`config.mk`:
```
export PLATFORM = sky130hd
export DESIGN_NAME = cfg_redirect_ring
export DESIGN_NICKNAME = d
export VERILOG_FILES = /design/src/rtl/cfgr_pkg.sv /design/src/rtl/cfgr_slot_table.sv /design/src/rtl/cfgr_ring_ptr.sv /design/src/rtl/cfg_redirect_ring.sv
export SDC_FILE = /design/constraint.sdc
export NUM_CORES = 1
export LEC_CHECK = 0
export ABC_AREA = 0
export BUFFER_PORTS_ARGS = -buffer_cell sky130_fd_sc_hd__clkbuf_2
export CORE_MARGIN = 2
export CORE_UTILIZATION = 39
export CTS_BUF_LIST = sky130_fd_sc_hd__clkbuf_8
export DETAILED_ROUTE_END_ITERATION = 6
export GPL_TIMING_DRIVEN = 1
export PLACE_DENSITY = 0.68
export SYNTH_ARGS = -nofsm -noshare
export SYNTH_HDL_FRONTEND = slang
export SYNTH_SLANG_ARGS = --single-unit
```
`constraint.sdc`:
```
create_clock -name clk -period 2.9 [get_ports clk]
set_input_delay 0 -clock clk [delete_from_list [all_inputs] [get_ports clk]]
set_output_delay 0 -clock clk [all_outputs]
set_load 0.01 [all_outputs]
```
`src/rtl/cfgr_pkg.sv`:
```
package cfgr_pkg;
    localparam int DATA_W = 32;
    localparam int TID_W  = 16;
    localparam int REG_W  = 10;
    localparam int BE_W   = 4;
    localparam int ST_W   = 3;

    typedef enum logic [1:0] {
        S_IDLE  = 2'd0,
        S_WRITE = 2'd1,
        S_STALL = 2'd2
    } fsm_t;
endpackage

```
`src/rtl/cfgr_slot_table.sv`:
```
module cfgr_slot_table #(
    parameter int SLOTS  = 4,
    parameter int PORT_W = 2,
    parameter int HTAG_W = 8,
    localparam int SLOT_W = $clog2(SLOTS)
) (
    input  logic              clk,
    input  logic              rst_n,
    input  logic              alloc_en,
    input  logic [PORT_W-1:0] alloc_port,
    input  logic [HTAG_W-1:0] alloc_htag,
    output logic [SLOT_W-1:0] alloc_idx,
    output logic              any_free,
    input  logic              lk_valid,
    input  logic [SLOT_W-1:0] lk_idx,
    output logic              lk_hit,
    output logic [PORT_W-1:0] lk_port,
    output logic [HTAG_W-1:0] lk_htag
);
    logic [SLOTS-1:0]  busy_q;
    logic [PORT_W-1:0] port_q [SLOTS];
    logic [HTAG_W-1:0] htag_q [SLOTS];

    // lowest free slot wins
    always_comb begin
        alloc_idx = '0;
        any_free  = 1'b0;
        for (int i = SLOTS - 1; i >= 0; i--) begin
            if (!busy_q[i]) begin
                alloc_idx = SLOT_W'(i);
                any_free  = 1'b1;
            end
        end
    end

    for (genvar g = 0; g < SLOTS; g++) begin : g_slot
        always_ff @(posedge clk) begin
            if (!rst_n) begin
                busy_q[g] <= 1'b0;
                port_q[g] <= '0;
                htag_q[g] <= '0;
            end else if (alloc_en && alloc_idx == SLOT_W'(g)) begin
                busy_q[g] <= 1'b1;
                port_q[g] <= alloc_port;
                htag_q[g] <= alloc_htag;
            end else if (lk_valid && lk_hit && lk_idx == SLOT_W'(g)) begin
                busy_q[g] <= 1'b0;
            end
        end
    end

    assign lk_hit  = busy_q[lk_idx];
    assign lk_port = port_q[lk_idx];
    assign lk_htag = htag_q[lk_idx];
endmodule

```
`src/rtl/cfgr_ring_ptr.sv`:
```
module cfgr_ring_ptr #(
    parameter int RING_AW = 4
) (
    input  logic               clk,
    input  logic               rst_n,
    input  logic               advance,
    input  logic [RING_AW-1:0] cons_ptr,
    output logic [RING_AW-1:0] prod_ptr,
    output logic               has_room
);
    localparam logic [RING_AW-1:0] ONE = RING_AW'(1);

    logic [RING_AW-1:0] prod_q;
    logic [RING_AW-1:0] prod_nxt;

    assign prod_nxt = prod_q + ONE;
    assign has_room = (prod_nxt != cons_ptr);
    assign prod_ptr = prod_q;

    always_ff @(posedge clk) begin
        if (!rst_n) prod_q <= '0;
        else if (advance) prod_q <= prod_nxt;
    end
endmodule

```
`src/rtl/cfg_redirect_ring.sv`:
```
module cfg_redirect_ring
    import cfgr_pkg::*;
#(
    parameter int PORT_W  = 2,
    parameter int HTAG_W  = 8,
    parameter int RING_AW = 4,
    parameter int SLOTS   = 4,
    localparam int SLOT_W = $clog2(SLOTS),
    localparam int DESC_W = DATA_W + BE_W + REG_W + TID_W + 1 + SLOT_W + PORT_W
) (
    input  logic               clk,
    input  logic               rst_n,
    input  logic               req_valid,
    output logic               req_ready,
    input  logic [PORT_W-1:0]  req_port,
    input  logic [HTAG_W-1:0]  req_htag,
    input  logic               req_rw,
    input  logic [TID_W-1:0]   req_tid,
    input  logic [REG_W-1:0]   req_reg,
    input  logic [BE_W-1:0]    req_be,
    input  logic [DATA_W-1:0]  req_wdata,
    output logic               ring_we,
    output logic [RING_AW-1:0] ring_addr,
    output logic [DESC_W-1:0]  ring_wdata,
    output logic [RING_AW-1:0] prod_ptr,
    input  logic [RING_AW-1:0] cons_ptr,
    output logic               ring_irq,
    input  logic               rsp_valid,
    input  logic [SLOT_W-1:0]  rsp_tag,
    input  logic [ST_W-1:0]    rsp_status,
    input  logic [DATA_W-1:0]  rsp_rdata,
    output logic               cpl_valid,
    output logic [PORT_W-1:0]  cpl_port,
    output logic [HTAG_W-1:0]  cpl_htag,
    output logic [ST_W-1:0]    cpl_status,
    output logic [DATA_W-1:0]  cpl_rdata,
    output logic               rsp_bad
);
    fsm_t state_q, state_d;

    logic              has_room, any_free, can_accept, accept, advance;
    logic [SLOT_W-1:0] alloc_idx;
    logic              lk_hit;
    logic [PORT_W-1:0] lk_port;
    logic [HTAG_W-1:0] lk_htag;
    logic [DESC_W-1:0] desc_q;
    logic              irq_q;

    cfgr_slot_table #(.SLOTS(SLOTS), .PORT_W(PORT_W), .HTAG_W(HTAG_W)) u_slots (
        .clk(clk), .rst_n(rst_n),
        .alloc_en(accept), .alloc_port(req_port), .alloc_htag(req_htag),
        .alloc_idx(alloc_idx), .any_free(any_free),
        .lk_valid(rsp_valid), .lk_idx(rsp_tag),
        .lk_hit(lk_hit), .lk_port(lk_port), .lk_htag(lk_htag)
    );

    cfgr_ring_ptr #(.RING_AW(RING_AW)) u_ptr (
        .clk(clk), .rst_n(rst_n), .advance(advance),
        .cons_ptr(cons_ptr), .prod_ptr(prod_ptr), .has_room(has_room)
    );

    assign can_accept = has_room && any_free;
    assign accept     = req_valid && req_ready;
    assign advance    = (state_q == S_WRITE);

    // state register
    always_ff @(posedge clk) begin
        if (!rst_n) state_q <= S_IDLE;
        else        state_q <= state_d;
    end

    // next-state logic
    always_comb begin
        state_d = state_q;
        unique case (state_q)
            S_IDLE: begin
                if (accept)           state_d = S_WRITE;
                else if (!can_accept) state_d = S_STALL;
            end
            S_STALL: begin
                if (accept)          state_d = S_WRITE;
                else if (can_accept) state_d = S_IDLE;
            end
            S_WRITE: state_d = S_IDLE;
            default: state_d = S_IDLE;
        endcase
    end

    // outputs of the request side
    always_comb begin
        req_ready  = (state_q != S_WRITE) && can_accept;
        ring_we    = (state_q == S_WRITE);
        ring_addr  = prod_ptr;
        ring_wdata = desc_q;
        ring_irq   = irq_q;
    end

    always_ff @(posedge clk) begin
        if (!rst_n) begin
            desc_q <= '0;
            irq_q  <= 1'b0;
        end else begin
            irq_q <= advance;
            if (accept)
                desc_q <= {req_wdata, req_be, req_reg, req_tid, req_rw, alloc_idx, req_port};
        end
    end

    // response to completion
    always_ff @(posedge clk) begin
        if (!rst_n) begin
            cpl_valid  <= 1'b0;
            rsp_bad    <= 1'b0;
            cpl_port   <= '0;
            cpl_htag   <= '0;
            cpl_status <= '0;
            cpl_rdata  <= '0;
        end else begin
            cpl_valid <= rsp_valid && lk_hit;
            rsp_bad   <= rsp_valid && !lk_hit;
            if (rsp_valid && lk_hit) begin
                cpl_port   <= lk_port;
                cpl_htag   <= lk_htag;
                cpl_status <= rsp_status;
                cpl_rdata  <= rsp_rdata;
            end
        end
    end
endmodule

```
==> impl_metrics.yaml <==
detailed_routing:
  vias: 5885
  drc_errors: 0
  final_antenna_net_count: 0
  drt_iter0_drc: 198
  drtPass1Iterations: 4
  via_per_inst: 4.68
  wl_per_cell_um: 14.7
  wl_mm: 18.5
global_route:
  grt_pass1_vias: 5847
  grt_pass1_wl_mm: 28.8
  grt_max_degree: 105
  grt-ovfl-total: 0
  grtUsageTotal: 0.202
  antenna_found_initial: 0
layout:
  final_common_cell: "clkbuf_2"
  drive_gt1_frac: 0.299
  n_antenna_cell: 0
  fillerInstances: 1368
  layout_common_cells: "clkbuf_2, nand2_1, dlygate4sd3_1, dfxtp_1, mux2i_1"
  final_nets: 1145
  area_growth_pct: 47.2
setup_path:
  ff2ff_setup_slack_ns: 0.19
  crit_arrival_ns: 3.11
  required_ns: 3.30
  crit_fanout: 66
  reg2reg_depth: 8
  critical_path_class: "reg -> reg"
  start_kind: "flop"
  cp-end-kind: "flop"
floorplan:
  io_pins: 243
  dieArea_sq_mm: 0.0180
  die-width_um: 134
  rows: 47
  die_y_um: 134
  core-area_sq_mm: 0.0166
  initial_utilization: 0.398
pwr:
  combPwrFrac: 0.161
  power.share.clock: 0.314
  finalPower_w: 0.00487
  p_switching_w: 0.00133
  swShare: 0.273
  powerDensity_mw_per_mm2: 501
  internal_power_w: 0.00354
  seq_power_share: 0.525
  leakage_nw: 4.32
  peakVddDrop_mv: 0.288
clock_tree:
  cts_setup_buffers: 0
  cts_tree: "built"
  clock_latency_ns: 0.45
  path_clk_slew_ns: 0.09
  cts_num_sinks: 165
  cts_buffers: 17
  root_buffer: "clkbuf_8"
  h-tree-depth: 4
  ctsLongestPathBuffers: 2
timing:
  finalHoldViolCount: 0
  fmax_mhz: 369
  fin_skew_ns: 0.0140
  min_period_over_period: 0.935
  setup_viol: 0
  slew_headroom: 0.395
  tns_ns: 0
  finalMaxSlewViolations: 0
  grt_setup_unrepaired: "false"
  min_period_ns: 2.71
  tightest_slew_ns: 0.901
synth:
  yosysSeqAreaShare: 0.561
  async_flop_share: 0
  synth-edff-count: 40
  syn_inst: 661
  yosysWarnings: 0
  synth-seq-cells: 165
  ys.flop_type: "dfxtp_1"
  synth_fp_nets: 780
  netlist_area_sq_mm: 0.00660
  synthDistinctLibCells: 34
  syn_area_per_cell_sq_um: 9.98
place:
  io_buffers: 242
  routabilityCongestion: 0.740
  dpl.hpwl_mm: 11.2
hold_path:
  hold_path.class: "in -> reg"
  hold_depth: 3
job:
  cap_violations: 0
outcome:
  run_status: "completed"
==> flip-flops by register name (all words and copies together), names as in the netlist <==
signal / flops
ring_wdata: 67
cpl_rdata: 32
u_slots.htag_q: 32
cpl_htag: 8
u_slots.port_q: 8
u_ptr.prod_ptr: 4
u_slots.busy_q: 4
cpl_status: 3
cpl_port: 2
state_q: 2
cpl_valid: 1
ring_irq: 1
rsp_bad: 1
==> what timing repair did <==
item,CTS,global route
gates resized for setup,0,0
hold endpoints to repair,146,0
hold buffers,137,0
==> power by group through the flow <==
stage	clock [W]	combinational, W	sequential [W]
2_1_floorplan	0	0.000324	0.00264
3_3_place_gp	0	0.000619	0.00260
3_5_place_dp	0	0.000623	0.00260
4_1_cts	0.00158	0.000773	0.00255
5_1_grt	0.00166	0.000848	0.00257
6_report	0.00153	0.000785	0.00255
==> worst paths after layout <==
check / startpoint / to
setup / recovery: u_ptr.prod_ptr[0] / ring_wdata[60]
hold / removal: rsp_tag[1] / rsp_bad
setup reg to reg: u_ptr.prod_ptr[0] / ring_wdata[60]
hold reg to reg: state_q[0] / state_q[0]
==> routing by layer <==
layer / vias up / global-route usage / wire, um
li1: 2930 / - / -
met3: 28 / 0.0624 / 1400
met5: - / 0 / 0
met1: 2691 / 0.230 / 7730
met4: 0 / 0.0737 / 404
met2: 236 / 0.358 / 8950
==> area by class of cell <==
| class | count | area, sq um | area share |
|---|---|---|---|
| Clock inverter | 12 | 91.3 | 0.00940 |
| Multi-Input combinational cell | 444 | 2640 | 0.272 |
| Tap cell | 220 | 275 | 0.0283 |
| Sequential cell | 165 | 3700 | 0.381 |
| Clock buffer | 19 | 262 | 0.0269 |
| Timing Repair Buffer | 395 | 2730 | 0.281 |
| Inverter | 3 | 11.3 | 0.00116 |
==> logic make-up (layout without fill, tap and decap cells) <==
group,after synthesis,count (layout),synth area share
and+or+nand+nor,292,292,0.189
DFF,165,165,0.561
muxes,78,78,0.139
AOI/OAI and AO/OA,66,66,0.0573
buffers and inverters,52,429,0.0398
xor gates and xnor gates,7,7,0.0116
adders and majority gates,1,1,0.00190
==> stage by stage <==
stage | instance area, sq um | setup WS [ns] | hold WS [ns] | util | cells
2_1_floorplan | 6600 | 0.328 | 0.123 | - | 661
3_3_place_gp | 7990 | 0.176 | 0.226 | 0.482 | 1090
3_5_place_dp | 7990 | 0.112 | 0.231 | 0.482 | 1090
4_1_cts | 9710 | 0.0854 | 0.0299 | 0.586 | 1258
5_1_grt | 9710 | 0.0825 | 0.0698 | 0.586 | 1258
6_report | 9710 | 0.189 | 0.0658 | 0.586 | 1258
==> critical path: stages, from the launching register on <==
cell	delay (ns)
dfxtp_1	0.45
ha_1	0.29
xor2_1	0.25
nor3_4	0.07
buf_4	0.17
a21oi_4	0.17
buf_12	0.38
mux2i_1	0.25
dlygate4sd3_1	0.56
==> cell usage after synthesis, types with 4 or more instances <==
| master | instances | area [sq um] |
|---|---|---|
| dfxtp_1 | 125 | 2500 |
| nand3_1 | 5 | 25.0 |
| a31o_2 | 5 | 43.8 |
| a211oi_1 | 4 | 30.0 |
| buf_6 | 5 | 56.3 |
| nand2_1 | 230 | 863 |
| and2_1 | 41 | 257 |
| a21oi_1 | 49 | 245 |
| xnor2_1 | 4 | 35.0 |
| buf_4 | 4 | 30.0 |
| clkbuf_1 | 28 | 105 |
| mux4_2 | 11 | 248 |
| o21ai_0 | 4 | 20.0 |
| nor2_1 | 5 | 18.8 |
| edfxtp_1 | 40 | 1200 |
| buf_2 | 12 | 60.1 |
| mux2i_1 | 67 | 671 |
No activity file was read; power rests on OpenSTA's default activity.
